==> config.mk <==
export PLATFORM = sky130hd
export DESIGN_NAME = pixel_edge_timer
export DESIGN_NICKNAME = d
export VERILOG_FILES = /design/src/rtl/pet_pkg.sv /design/src/rtl/pet_slot_counter.sv /design/src/rtl/pet_edge_regs.sv /design/src/rtl/pet_window.sv /design/src/rtl/pet_pipeline.sv /design/src/rtl/pixel_edge_timer.sv
export SDC_FILE = /design/constraint.sdc
export NUM_CORES = 1
export LEC_CHECK = 0
export ABC_AREA = 1
export BUFFER_PORTS_ARGS = -buffer_cell sky130_fd_sc_hd__buf_2
export CAP_MARGIN = 40
export CORE_ASPECT_RATIO = 0.5
export CORE_MARGIN = 10
export CORE_UTILIZATION = 41
export DETAILED_ROUTE_END_ITERATION = 12
export REMOVE_ABC_BUFFERS = 1
export SLEW_MARGIN = 20
export SYNTH_ARGS = -nofsm -noshare
export SYNTH_HDL_FRONTEND = slang
export SYNTH_SLANG_ARGS = --single-unit
==> constraint.sdc <==
create_clock -name clk -period 12.45 [get_ports clk]
set_clock_uncertainty 0.2 [all_clocks]
set_input_delay 0.6225 -clock clk [delete_from_list [all_inputs] [get_ports clk]]
set_output_delay 0.6225 -clock clk [all_outputs]
set_load 0.05 [all_outputs]
==> src/rtl/pet_pkg.sv <==
package pet_pkg;

    localparam int SLOTS      = 48;
    localparam int SLOT_W     = $clog2(SLOTS);
    localparam int HALF_SLOTS = SLOTS / 2;
    localparam int ADDR_W     = 3;

    typedef logic [SLOT_W-1:0] slot_t;

    typedef enum logic [ADDR_W-1:0] {
        A_RG_RISE  = 3'd0,
        A_RG_FALL  = 3'd1,
        A_H_RISE   = 3'd2,
        A_H_FALL   = 3'd3,
        A_REF_SLOT = 3'd4,
        A_DAT_SLOT = 3'd5,
        A_OUT_PH   = 3'd6,
        A_DCLK_PH  = 3'd7
    } reg_addr_e;

    typedef enum logic [0:0] {
        ST_SETTLED = 1'b0,
        ST_PENDING = 1'b1
    } commit_st_e;

    typedef struct packed {
        slot_t rg_rise;
        slot_t rg_fall;
        slot_t h_rise;
        slot_t h_fall;
        slot_t ref_slot;
        slot_t dat_slot;
        slot_t out_ph;
        slot_t dclk_ph;
    } edge_set_t;

    localparam edge_set_t EDGE_DEFAULTS = '{
        rg_rise:  slot_t'(0),
        rg_fall:  slot_t'(12),
        h_rise:   slot_t'(0),
        h_fall:   slot_t'(24),
        ref_slot: slot_t'(24),
        dat_slot: slot_t'(0),
        out_ph:   slot_t'(0),
        dclk_ph:  slot_t'(0)
    };

    // Reduce a raw slot value into 0..SLOTS-1 (raw values are below 2*SLOTS).
    function automatic slot_t fold_slot(input logic [SLOT_W:0] raw);
        logic [SLOT_W:0] lim;
        lim = (SLOT_W+1)'(SLOTS);
        if (raw >= lim) return slot_t'(raw - lim);
        return slot_t'(raw);
    endfunction

endpackage

==> src/rtl/pet_slot_counter.sv <==
module pet_slot_counter
    import pet_pkg::*;
#(
    parameter int N_SLOTS = SLOTS
) (
    input  logic  clk,
    input  logic  rst,
    output slot_t slot
);
    localparam slot_t LAST = slot_t'(N_SLOTS - 1);

    always_ff @(posedge clk) begin
        if (rst)               slot <= '0;
        else if (slot == LAST) slot <= '0;
        else                   slot <= slot + 1'b1;
    end
endmodule

==> src/rtl/pet_edge_regs.sv <==
module pet_edge_regs
    import pet_pkg::*;
(
    input  logic              clk,
    input  logic              rst,
    input  logic              wr_en,
    input  logic [ADDR_W-1:0] wr_addr,
    input  slot_t             wr_data,
    input  slot_t             slot,
    output edge_set_t         active
);
    localparam slot_t LAST = slot_t'(SLOTS - 1);

    commit_st_e st_q;
    commit_st_e st_d;
    edge_set_t  shadow_q;
    slot_t      wval;
    logic       boundary;

    assign boundary = (slot == LAST);
    assign wval     = fold_slot({1'b0, wr_data});

    // State register
    always_ff @(posedge clk) begin
        if (rst) st_q <= ST_SETTLED;
        else     st_q <= st_d;
    end

    // Next state
    always_comb begin
        st_d = st_q;
        unique case (st_q)
            ST_SETTLED: if (wr_en) st_d = ST_PENDING;
            ST_PENDING: if (boundary && !wr_en) st_d = ST_SETTLED;
        endcase
    end

    // Shadow and active sets
    always_ff @(posedge clk) begin
        if (rst) begin
            shadow_q <= EDGE_DEFAULTS;
            active   <= EDGE_DEFAULTS;
        end else begin
            if (st_q == ST_PENDING && boundary) active <= shadow_q;
            if (wr_en) begin
                unique case (reg_addr_e'(wr_addr))
                    A_RG_RISE:  shadow_q.rg_rise  <= wval;
                    A_RG_FALL:  shadow_q.rg_fall  <= wval;
                    A_H_RISE:   shadow_q.h_rise   <= wval;
                    A_H_FALL:   shadow_q.h_fall   <= wval;
                    A_REF_SLOT: shadow_q.ref_slot <= wval;
                    A_DAT_SLOT: shadow_q.dat_slot <= wval;
                    A_OUT_PH:   shadow_q.out_ph   <= wval;
                    A_DCLK_PH:  shadow_q.dclk_ph  <= wval;
                endcase
            end
        end
    end
endmodule

==> src/rtl/pet_window.sv <==
module pet_window
    import pet_pkg::*;
(
    input  slot_t slot,
    input  slot_t rise,
    input  slot_t fall,
    output logic  level
);
    always_comb begin
        if (rise < fall)      level = (slot >= rise) && (slot < fall);
        else if (rise > fall) level = (slot >= rise) || (slot < fall);
        else                  level = 1'b0;
    end
endmodule

==> src/rtl/pet_pipeline.sv <==
module pet_pipeline #(
    parameter int DATA_W = 10,
    parameter int DEPTH  = 11
) (
    input  logic              clk,
    input  logic              rst,
    input  logic              shift_en,
    input  logic              load_en,
    input  logic [DATA_W-1:0] din,
    output logic [DATA_W-1:0] dout
);
    logic [DATA_W-1:0] stg [DEPTH];

    always_ff @(posedge clk) begin
        if (rst) dout <= '0;
        else if (load_en) dout <= stg[DEPTH-1];
    end

    always_ff @(posedge clk) begin
        if (rst) stg[0] <= '0;
        else if (shift_en) stg[0] <= din;
    end

    for (genvar i = 1; i < DEPTH; i++) begin : g_stage
        always_ff @(posedge clk) begin
            if (rst) stg[i] <= '0;
            else if (shift_en) stg[i] <= stg[i-1];
        end
    end
endmodule

==> src/rtl/pixel_edge_timer.sv <==
module pixel_edge_timer
    import pet_pkg::*;
#(
    parameter int DATA_W     = 10,
    parameter int PIPE_DEPTH = 11
) (
    input  logic              clk,
    input  logic              rst,
    input  logic              wr_en,
    input  logic [ADDR_W-1:0] wr_addr,
    input  logic [SLOT_W-1:0] wr_data,
    input  logic [DATA_W-1:0] pix_in,
    output logic [SLOT_W-1:0] slot,
    output logic              rg_out,
    output logic              h1_out,
    output logic              h2_out,
    output logic              ref_stb,
    output logic              dat_stb,
    output logic              dclk_out,
    output logic [DATA_W-1:0] pix_out
);
    localparam int NWIN = 3;   // reset gate, horizontal, data clock
    localparam int W_RG = 0;
    localparam int W_H  = 1;
    localparam int W_DC = 2;

    edge_set_t act_edges;
    slot_t     dclk_fall;
    slot_t     rise_a [NWIN];
    slot_t     fall_a [NWIN];
    logic      lvl    [NWIN];

    pet_slot_counter #(.N_SLOTS(SLOTS)) u_cnt (
        .clk  (clk),
        .rst  (rst),
        .slot (slot)
    );

    pet_edge_regs u_regs (
        .clk     (clk),
        .rst     (rst),
        .wr_en   (wr_en),
        .wr_addr (wr_addr),
        .wr_data (wr_data),
        .slot    (slot),
        .active  (act_edges)
    );

    assign dclk_fall = fold_slot({1'b0, act_edges.dclk_ph} + (SLOT_W+1)'(HALF_SLOTS));

    assign rise_a[W_RG] = act_edges.rg_rise;
    assign fall_a[W_RG] = act_edges.rg_fall;
    assign rise_a[W_H]  = act_edges.h_rise;
    assign fall_a[W_H]  = act_edges.h_fall;
    assign rise_a[W_DC] = act_edges.dclk_ph;
    assign fall_a[W_DC] = dclk_fall;

    for (genvar w = 0; w < NWIN; w++) begin : g_win
        pet_window u_win (
            .slot  (slot),
            .rise  (rise_a[w]),
            .fall  (fall_a[w]),
            .level (lvl[w])
        );
    end

    assign rg_out   = lvl[W_RG];
    assign h1_out   = lvl[W_H];
    assign h2_out   = ~lvl[W_H];
    assign dclk_out = lvl[W_DC];
    assign ref_stb  = (slot == act_edges.ref_slot);
    assign dat_stb  = (slot == act_edges.dat_slot);

    pet_pipeline #(.DATA_W(DATA_W), .DEPTH(PIPE_DEPTH)) u_pipe (
        .clk      (clk),
        .rst      (rst),
        .shift_en (dat_stb),
        .load_en  (slot == act_edges.out_ph),
        .din      (pix_in),
        .dout     (pix_out)
    );
endmodule

==> run summary, run 1 <==
Power per cell area: 142.9 mW/mm2
Met2 WL post-DR: 9.018 mm
Final WL: 19.35 mm
Chip width: 248.5 um
Max_cap viols: 0
Worst setup path startpoint: u_regs.active[3]
Clk root buf: clkbuf_16
Worst slack at placement: 8.872 ns
GR Overflow Total: 0
First-pass GRT wire length: 32.44 mm
Max Used Layer: met4
Core ar.: 0.02544 mm2
First-pass DRT Iterations: 4
Clk sinks: 223
Routed length on met3: 871 um
Status: finished clean
# resized after CTS: 0
Final Max Slew Viols: 0
Synth async-reset ratio: 0%
Cell breakdown of the critical path: inv_1, ha_1, xnor2_1, ha_1, nand4_1, nand2_1, or2_2, nand2_1, o21ai_0, ha_1, nand2_1, nor3_1, nand2_1, nand2_1, nor2_1, nand3_1, nand2_1, buf_2
Vias: 6,953
Drt initial violations: 362
Via/cell ratio: 4.541
Worst R2R Setup Slack: 9.21 ns
R2r endpoint: u_pipe.stg[0][7]
Final worst slack: 8.332 ns
TritonCTS buffer count: 21
Post-synth EDFFs: 110
Number of synthesized register bits: 223
Final setup vio count: 0
Avg WL per Cell: 12.64 um
Worst Hold Depth: 2
Synth warn: 0
Antenna viol nets, final: 0
Reg power frac: 50.6%
Peak VDD IR: 0.00007793 V
Main synth FF type: dfxtp_1
IO Count: 44
Max_slew headroom: 35.47%
Reg2Reg Depth: 7
DRC: 0
Hold-fix buffers, CTS: 0
Initial core utilization: 42.05%
DP Area: 0.01109 mm2
Power share of the combinational group: 11.6%
H-tree levels: 1
Final period util: 33.08%
Internal: 1.247 mW
Seq/Total Area, Yosys: 52.02%
Hold path start: rst
Setup crit end kind: output port
Sw frac: 25.75%
Slowest stage delay, CP: 0.40 ns
Worst-path clk slew: 0.07 ns
Mapped Area: 0.01070 mm2
Global Route Usage Sum: 11.54%
Die height: 134.2 um
Post-DP HPWL: 12.58 mm
Wl on met1: 8.886 mm
Slew @ Worst Pin: 0.9679 ns
CTS max path bufs: 3
Hold Path End: u_regs.active[24]
Slowest stage cell on the critical path: dfxtp_1
Net count of the finished layout: 1,245
CTS tree: built
Hold slack: 0.2000 ns
Avg Inst Size Synth: 9.402 um2
Crit Reg-Reg Startpoint: u_cnt.slot[5]
Final Cell Area: 0.01176 mm2
Setup bufs post-CTS: 0
RSZ-0062 raised after global routing: false
F_max: 242.8 MHz
GPL Wtd Cong: 0.7891
Largest net degree at the start of global routing: 97
Antenna violations before repair: 0
Arr. time, crit path: 3.30 ns
Synthesized instance count: 1,138
IO Port Bufs: 43
Tightest Hold Check Type: primary input to flip-flop
Setup_tns: 0 ns
Die Area: 0.03335 mm2
Switch Pwr: 0.4325 mW
FP Rows: 41
Area growth syn-to-layout: 9.870%
CP max FO: 5
Unique masters post-synth: 32
Final hold violation count: 0
Fraction of layout cells with a size suffix above 1: 16.26%
N_diodes: 0
Clock power frac: 37.8%
Cell repeated most along the worst path: nand2_1
Fillers: 2,437
Worst skew pair latency: 0.51 ns
Leak pwr: 4.920 nW
Critical Setup Path Class: flip-flop to output port
Number of global-route vias before repair: 6,818
Tmin final: 4.118 ns
Req. time, crit path: 11.63 ns
Crit start category: flip-flop
flip-flops by register name, indices dropped and copies added (netlist names):
name and count:
u_pipe.stg 110, u_regs.active 48, u_regs.shadow_q 48, u_pipe.dout 10
u_cnt.slot 6, u_regs.st_q 1
worst max-delay path by stage:
stage,end,slack (ns),cells past startpoint
2_1_floorplan,u_pipe.stg[0][9],1.66,3
3_3_place_gp,dclk_out,9.04,18
3_5_place_dp,dclk_out,8.87,18
4_1_cts,dclk_out,8.32,18
5_1_grt,dclk_out,8.09,18
6_report,dclk_out,8.33,18
logic make-up after synthesis:
| logic type | after synthesis | synth area share, % |
|---|---|---|
| flip-flops | 223 | 52.02 |
| buffers and inverters | 260 | 11.17 |
| adder cells (fa/ha/maj) | 48 | 5.613 |
| AO/OA/AOI/OAI | 161 | 7.882 |
| AND/OR/NAND/NOR | 444 | 23.16 |
| XOR/XNOR | 2 | 0.1638 |
cell type report:
| type | instances | area (um2) | area share, % |
|---|---|---|---|
| timing repair buffer | 50 | 300.3 | 2.555 |
| clock buffer | 30 | 620.6 | 5.279 |
| sequential | 223 | 5565 | 47.34 |
| multi-input combinational | 655 | 3951 | 33.61 |
| inverter | 224 | 840.8 | 7.153 |
| clock inverter | 5 | 46.29 | 0.3938 |
| tap | 344 | 430.4 | 3.662 |
worst max-delay path: cells and delay by family, from the launching register on:
kind | cells | cell delay [ns]
compound gates | 1 | 0.13
xor+xnor | 1 | 0.14
fa+ha+maj | 3 | 0.72
buf+inv | 2 | 0.35
flops | 1 | 0.40
simple gates | 11 | 1.04
power groups by stage:
stage | Sequential (mW) | Combinational, mW | Clock [mW]
floorplan | 0.882 | 0.166 | 0
global placement | 0.864 | 0.191 | 0
detailed placement | 0.866 | 0.198 | 0
CTS | 0.850 | 0.199 | 0.653
global route | 0.855 | 0.216 | 0.680
finish | 0.849 | 0.195 | 0.635
layer usage:
layer / GRT usage [%] / vias to the layer above
li1: - / 3623
met2: 20.19 / 99
met4: 4.176 / 0
met5: 0 / -
met3: 2.500 / 39
met1: 13.76 / 3192
synth_stat cells (7+ instances only):
cell type	count	area, um2
nand3_1	18	90.09
a21oi_1	57	285.3
inv_1	217	814.5
buf_6	7	78.83
dfxtp_1	113	2262
o21ai_0	83	415.4
o21ai_1	8	40.04
nand2_1	164	615.6
nor2_1	146	548.0
edfxtp_1	110	3303
buf_12	10	200.2
nor2_4	100	1126
inv_2	7	26.28
ha_1	48	600.6
clkbuf_1	17	63.81
placed cells by master (no fill, tap or decap), types with 3 or more instances in the layout:
| cell type | Yosys | layout |
|---|---|---|
| clkbuf_8 | 0 | 4 |
| nand2_1 | 164 | 163 |
| nand4_1 | 4 | 4 |
| nor2_4 | 100 | 100 |
| a21o_1 | 3 | 3 |
| nor2_1 | 146 | 146 |
| inv_1 | 217 | 217 |
| a21oi_1 | 57 | 57 |
| o211ai_1 | 4 | 4 |
| buf_2 | 0 | 43 |
| nand3_1 | 18 | 17 |
| o21ai_1 | 8 | 8 |
| buf_4 | 1 | 5 |
| ha_1 | 48 | 48 |
| edfxtp_1 | 110 | 110 |
| nor3_1 | 4 | 4 |
| inv_2 | 7 | 7 |
| clkbuf_1 | 17 | 4 |
| clkinv_1 | 0 | 3 |
| dfxtp_1 | 113 | 113 |
| o21ai_0 | 83 | 83 |
| clkbuf_16 | 0 | 22 |
metrics by stage:
| step | instances | utilization [%] | total power, mW |
|---|---|---|---|
| 2_1_floorplan | 1102 | - | 1.048 |
| 3_3_place_gp | 1494 | 43.44 | 1.055 |
| 3_5_place_dp | 1496 | 43.58 | 1.064 |
| 4_1_cts | 1531 | 46.20 | 1.702 |
| 5_1_grt | 1531 | 46.20 | 1.751 |
| 6_report | 1531 | 46.20 | 1.680 |
Power figures use the tool's default switching activity.
==> inputs of run 2 (changes only) <==
==> constraint.sdc (replaced) <==
create_clock -name clk -period 3.62 [get_ports clk]
set_clock_uncertainty 0.2 [all_clocks]
set_input_delay 0.181 -clock clk [delete_from_list [all_inputs] [get_ports clk]]
set_output_delay 0.181 -clock clk [all_outputs]
set_load 0.05 [all_outputs]
==> run 2 against run 1 <==
  * Sequential power rose to 3.4 times the previous value
  * Via count up 3.2%
  * Combinational power grew to 3.6 times the previous value
  * Total power grew to 3.5 times the previous value
  * Final cell count rose by 2.4%
  * Die area did not move
  * Routed wire length up 4.8%
  * Setup slack got worse by 8.2 ns
  * Non-clock buffer count grew 31
  * Global-route usage is 0.60 points higher
  * Cell area grew 3.2%
  * Clock-buffer cell count is 1 higher
  * Critical path type unchanged
  * Largest power group unchanged
  * Highest routed layer unchanged
==> run summary, run 2 (synthesized netlist as in run 1, its figures left out) <==
Global Route Usage Sum: 12.14% (+0.60 points)
FP Rows: 41 (unchanged)
Post-DP HPWL: 13.53 mm (+7.5%)
Hold Path End: u_regs.shadow_q[39]
Reg power frac: 49.6% (-1.0 points)
Biggest regs: u_pipe.stg (110), u_regs.active (48), u_regs.shadow_q (48)
Number of global-route vias before repair: 7,024 (+3.0%)
First-pass DRT Iterations: 4 (unchanged)
Chip width: 248.5 um (unchanged)
Initial core utilization: 42.05% (unchanged)
Power per cell area: 485.7 mW/mm2 (+240%)
Fraction of layout cells with a size suffix above 1: 17.83% (+1.6 points)
Critical Setup Path Class: flip-flop to output port
Core ar.: 0.02544 mm2 (unchanged)
Final Cell Area: 0.01214 mm2 (+3.2%)
Tmin final: 3.439 ns
Clk sinks: 223 (unchanged)
Power share of the combinational group: 11.9% (+0.3 points)
Internal: 4.383 mW (+250%)
N_diodes: 0 (unchanged)
DRC: 0 (unchanged)
Fillers: 2,413 (-0.98%)
First-pass GRT wire length: 34.36 mm (+5.9%)
Register with the most flip-flops: u_pipe.stg
Die height: 134.2 um (unchanged)
CTS max path bufs: 3 (unchanged)
IO Count: 44 (unchanged)
Final setup vio count: 0 (unchanged)
Final WL: 20.27 mm (+4.8%)
Setup crit end kind: output port
Hold path start: wr_addr[0]
CTS tree: built
Setup_tns: 0 ns (unchanged)
Slew @ Worst Pin: 0.7562 ns (-0.2117 ns)
Max_cap viols: 0 (unchanged)
Via/cell ratio: 4.580 (+0.85%)
Worst Hold Depth: 4 (+2)
GPL Wtd Cong: 0.8023 (+1.7%)
Arr. time, crit path: 3.06 ns (-0.24 ns)
Crit Reg-Reg Startpoint: u_cnt.slot[4]
Final Max Slew Viols: 0 (unchanged)
Peak VDD IR: 0.0003528 V (+350%)
TritonCTS buffer count: 22 (+4.8%)
Req. time, crit path: 3.24 ns (-8.39 ns)
Status: finished clean
Worst skew pair latency: 0.51 ns (about the same)
Avg WL per Cell: 12.93 um (+2.3%)
Antenna viol nets, final: 0 (unchanged)
Vias: 7,177 (+3.2%)
RSZ-0062 raised after global routing: false
Area growth syn-to-layout: 13.44%
Die Area: 0.03335 mm2 (unchanged)
Final hold violation count: 0 (unchanged)
GR Overflow Total: 0 (unchanged)
R2r endpoint: u_pipe.stg[2][5]
Reg2Reg Depth: 7 (unchanged)
Most common cell after layout, fill and taps aside: inv_1
Net count of the finished layout: 1,277 (+2.6%)
Sw frac: 25.65% (-0.097 points)
F_max: 290.8 MHz
Final period util: 95.00%
Antenna violations before repair: 0 (unchanged)
Leak pwr: 5.097 nW (+3.6%)
Clk root buf: clkbuf_16
Clock power frac: 38.6% (+0.8 points)
Worst R2R Setup Slack: 0.88 ns (-8.33 ns)
Worst-path clk slew: 0.07 ns (about the same)
Max_slew headroom: 49.44% (+14 points)
Most frequent cells in the layout: inv_1 (215), nand2_1 (160), nor2_1 (146)
DP Area: 0.01115 mm2 (+0.59%)
Largest net degree at the start of global routing: 73 (-25%)
Tightest Hold Check Type: primary input to flip-flop
Switch Pwr: 1.512 mW (+250%)
Crit start category: flip-flop
CP max FO: 3 (-2)
IO Port Bufs: 43 (unchanged)
Max reg flops: 110 (unchanged)
Drt initial violations: 353 (-2.5%)
H-tree levels: 1 (unchanged)
[run 2: cell count changes in the layout (fill, tap and decap cells not counted), sizes merged]
| cell | before | now |
|---|---|---|
| clkinv | 4 | 7 |
| buf | 50 | 60 |
| dlygate4sd3 | 0 | 21 |
| clkbuf | 30 | 31 |
| bufinv | 1 | 2 |
[run 2: power groups by stage]
stage,sequential [mW],clock [mW],combinational (mW)
final,2.92,2.27,0.699
after detailed placement,2.98,0,0.690
after floorplan,3.03,0,0.570
after global routing,2.94,2.46,0.777
after global placement,2.97,0,0.676
after CTS,2.92,2.34,0.711
[run 2: worst max path at each step]
stage                      from               end  slack (ns)  depth (start not counted)
6_report       u_regs.active[4]          dclk_out        0.18                         18
5_1_grt        u_regs.active[4]          dclk_out      0.0008                         17
4_1_cts        u_regs.active[4]          dclk_out        0.04                         18
3_5_place_dp   u_regs.active[3]          dclk_out        0.46                         18
3_3_place_gp   u_regs.active[3]          dclk_out        0.64                         18
2_1_floorplan     u_cnt.slot[4]  u_pipe.stg[0][9]       -6.91                          6
[run 2: timing repair]
action / in CTS / in global routing
hold buffers: 21 / 0
setup endpoints to repair: 1 / 1
pin swaps: 0 / 5
buffers inserted: 0 / 2
resized for setup: 3 / 17
hold endpoints to repair: 50 / 0
[run 2: area by class of cell]
class                   instances  area [um2]  area share [%]
clock buffers                  31       615.6           5.072
clock inverters                 9       90.09          0.7423
inverters                     224       840.8           6.928
multi-input cells             655        3993           32.90
flip-flops and latches        223        5570           45.90
well taps                     344       430.4           3.546
repair buffers                 81       596.8           4.918
[run 2: per-layer routing]
| layer | track usage [%] | part of all wire (%) | vias up |
|---|---|---|---|
| li1 | - | - | 3691 |
| met1 | 15.12 | 46 | 3347 |
| met2 | 20.81 | 48 | 97 |
| met3 | 2.615 | 4.0 | 42 |
| met4 | 3.537 | 2.1 | 0 |
| met5 | 0 | 0 | - |
[run 2: stage by stage]
| step | setup slack (ns) | hold slack (ns) | utilization [%] | power (mW) | instances |
|---|---|---|---|---|---|
| finish | 0.1810 | 0.01777 | 47.70 | 5.894 | 1567 |
| floorplan | -6.910 | 0.05007 | - | 3.603 | 1102 |
| global route | 0.0008451 | 0.03259 | 47.70 | 6.178 | 1567 |
| CTS | 0.04074 | 0.005455 | 47.45 | 5.981 | 1565 |
| global placement | 0.6403 | 0.2413 | 43.77 | 3.649 | 1502 |
| detailed placement | 0.4579 | 0.2524 | 43.83 | 3.670 | 1504 |
[run 2: worst max-delay path, cell delays in order (launching register included)]
cell,delay [ns]
dfxtp_2,0.34
inv_1,0.07
ha_1,0.21
xnor2_2,0.15
ha_2,0.19
nand4_1,0.10
nand2_2,0.08
or2_4,0.24
nand2_2,0.06
o21ai_2,0.07
ha_1,0.30
nand2_2,0.10
nor3_2,0.04
nand2_1,0.11
nand2_1,0.07
nor2_1,0.10
nand3_1,0.08
nand2_1,0.09
buf_6,0.16
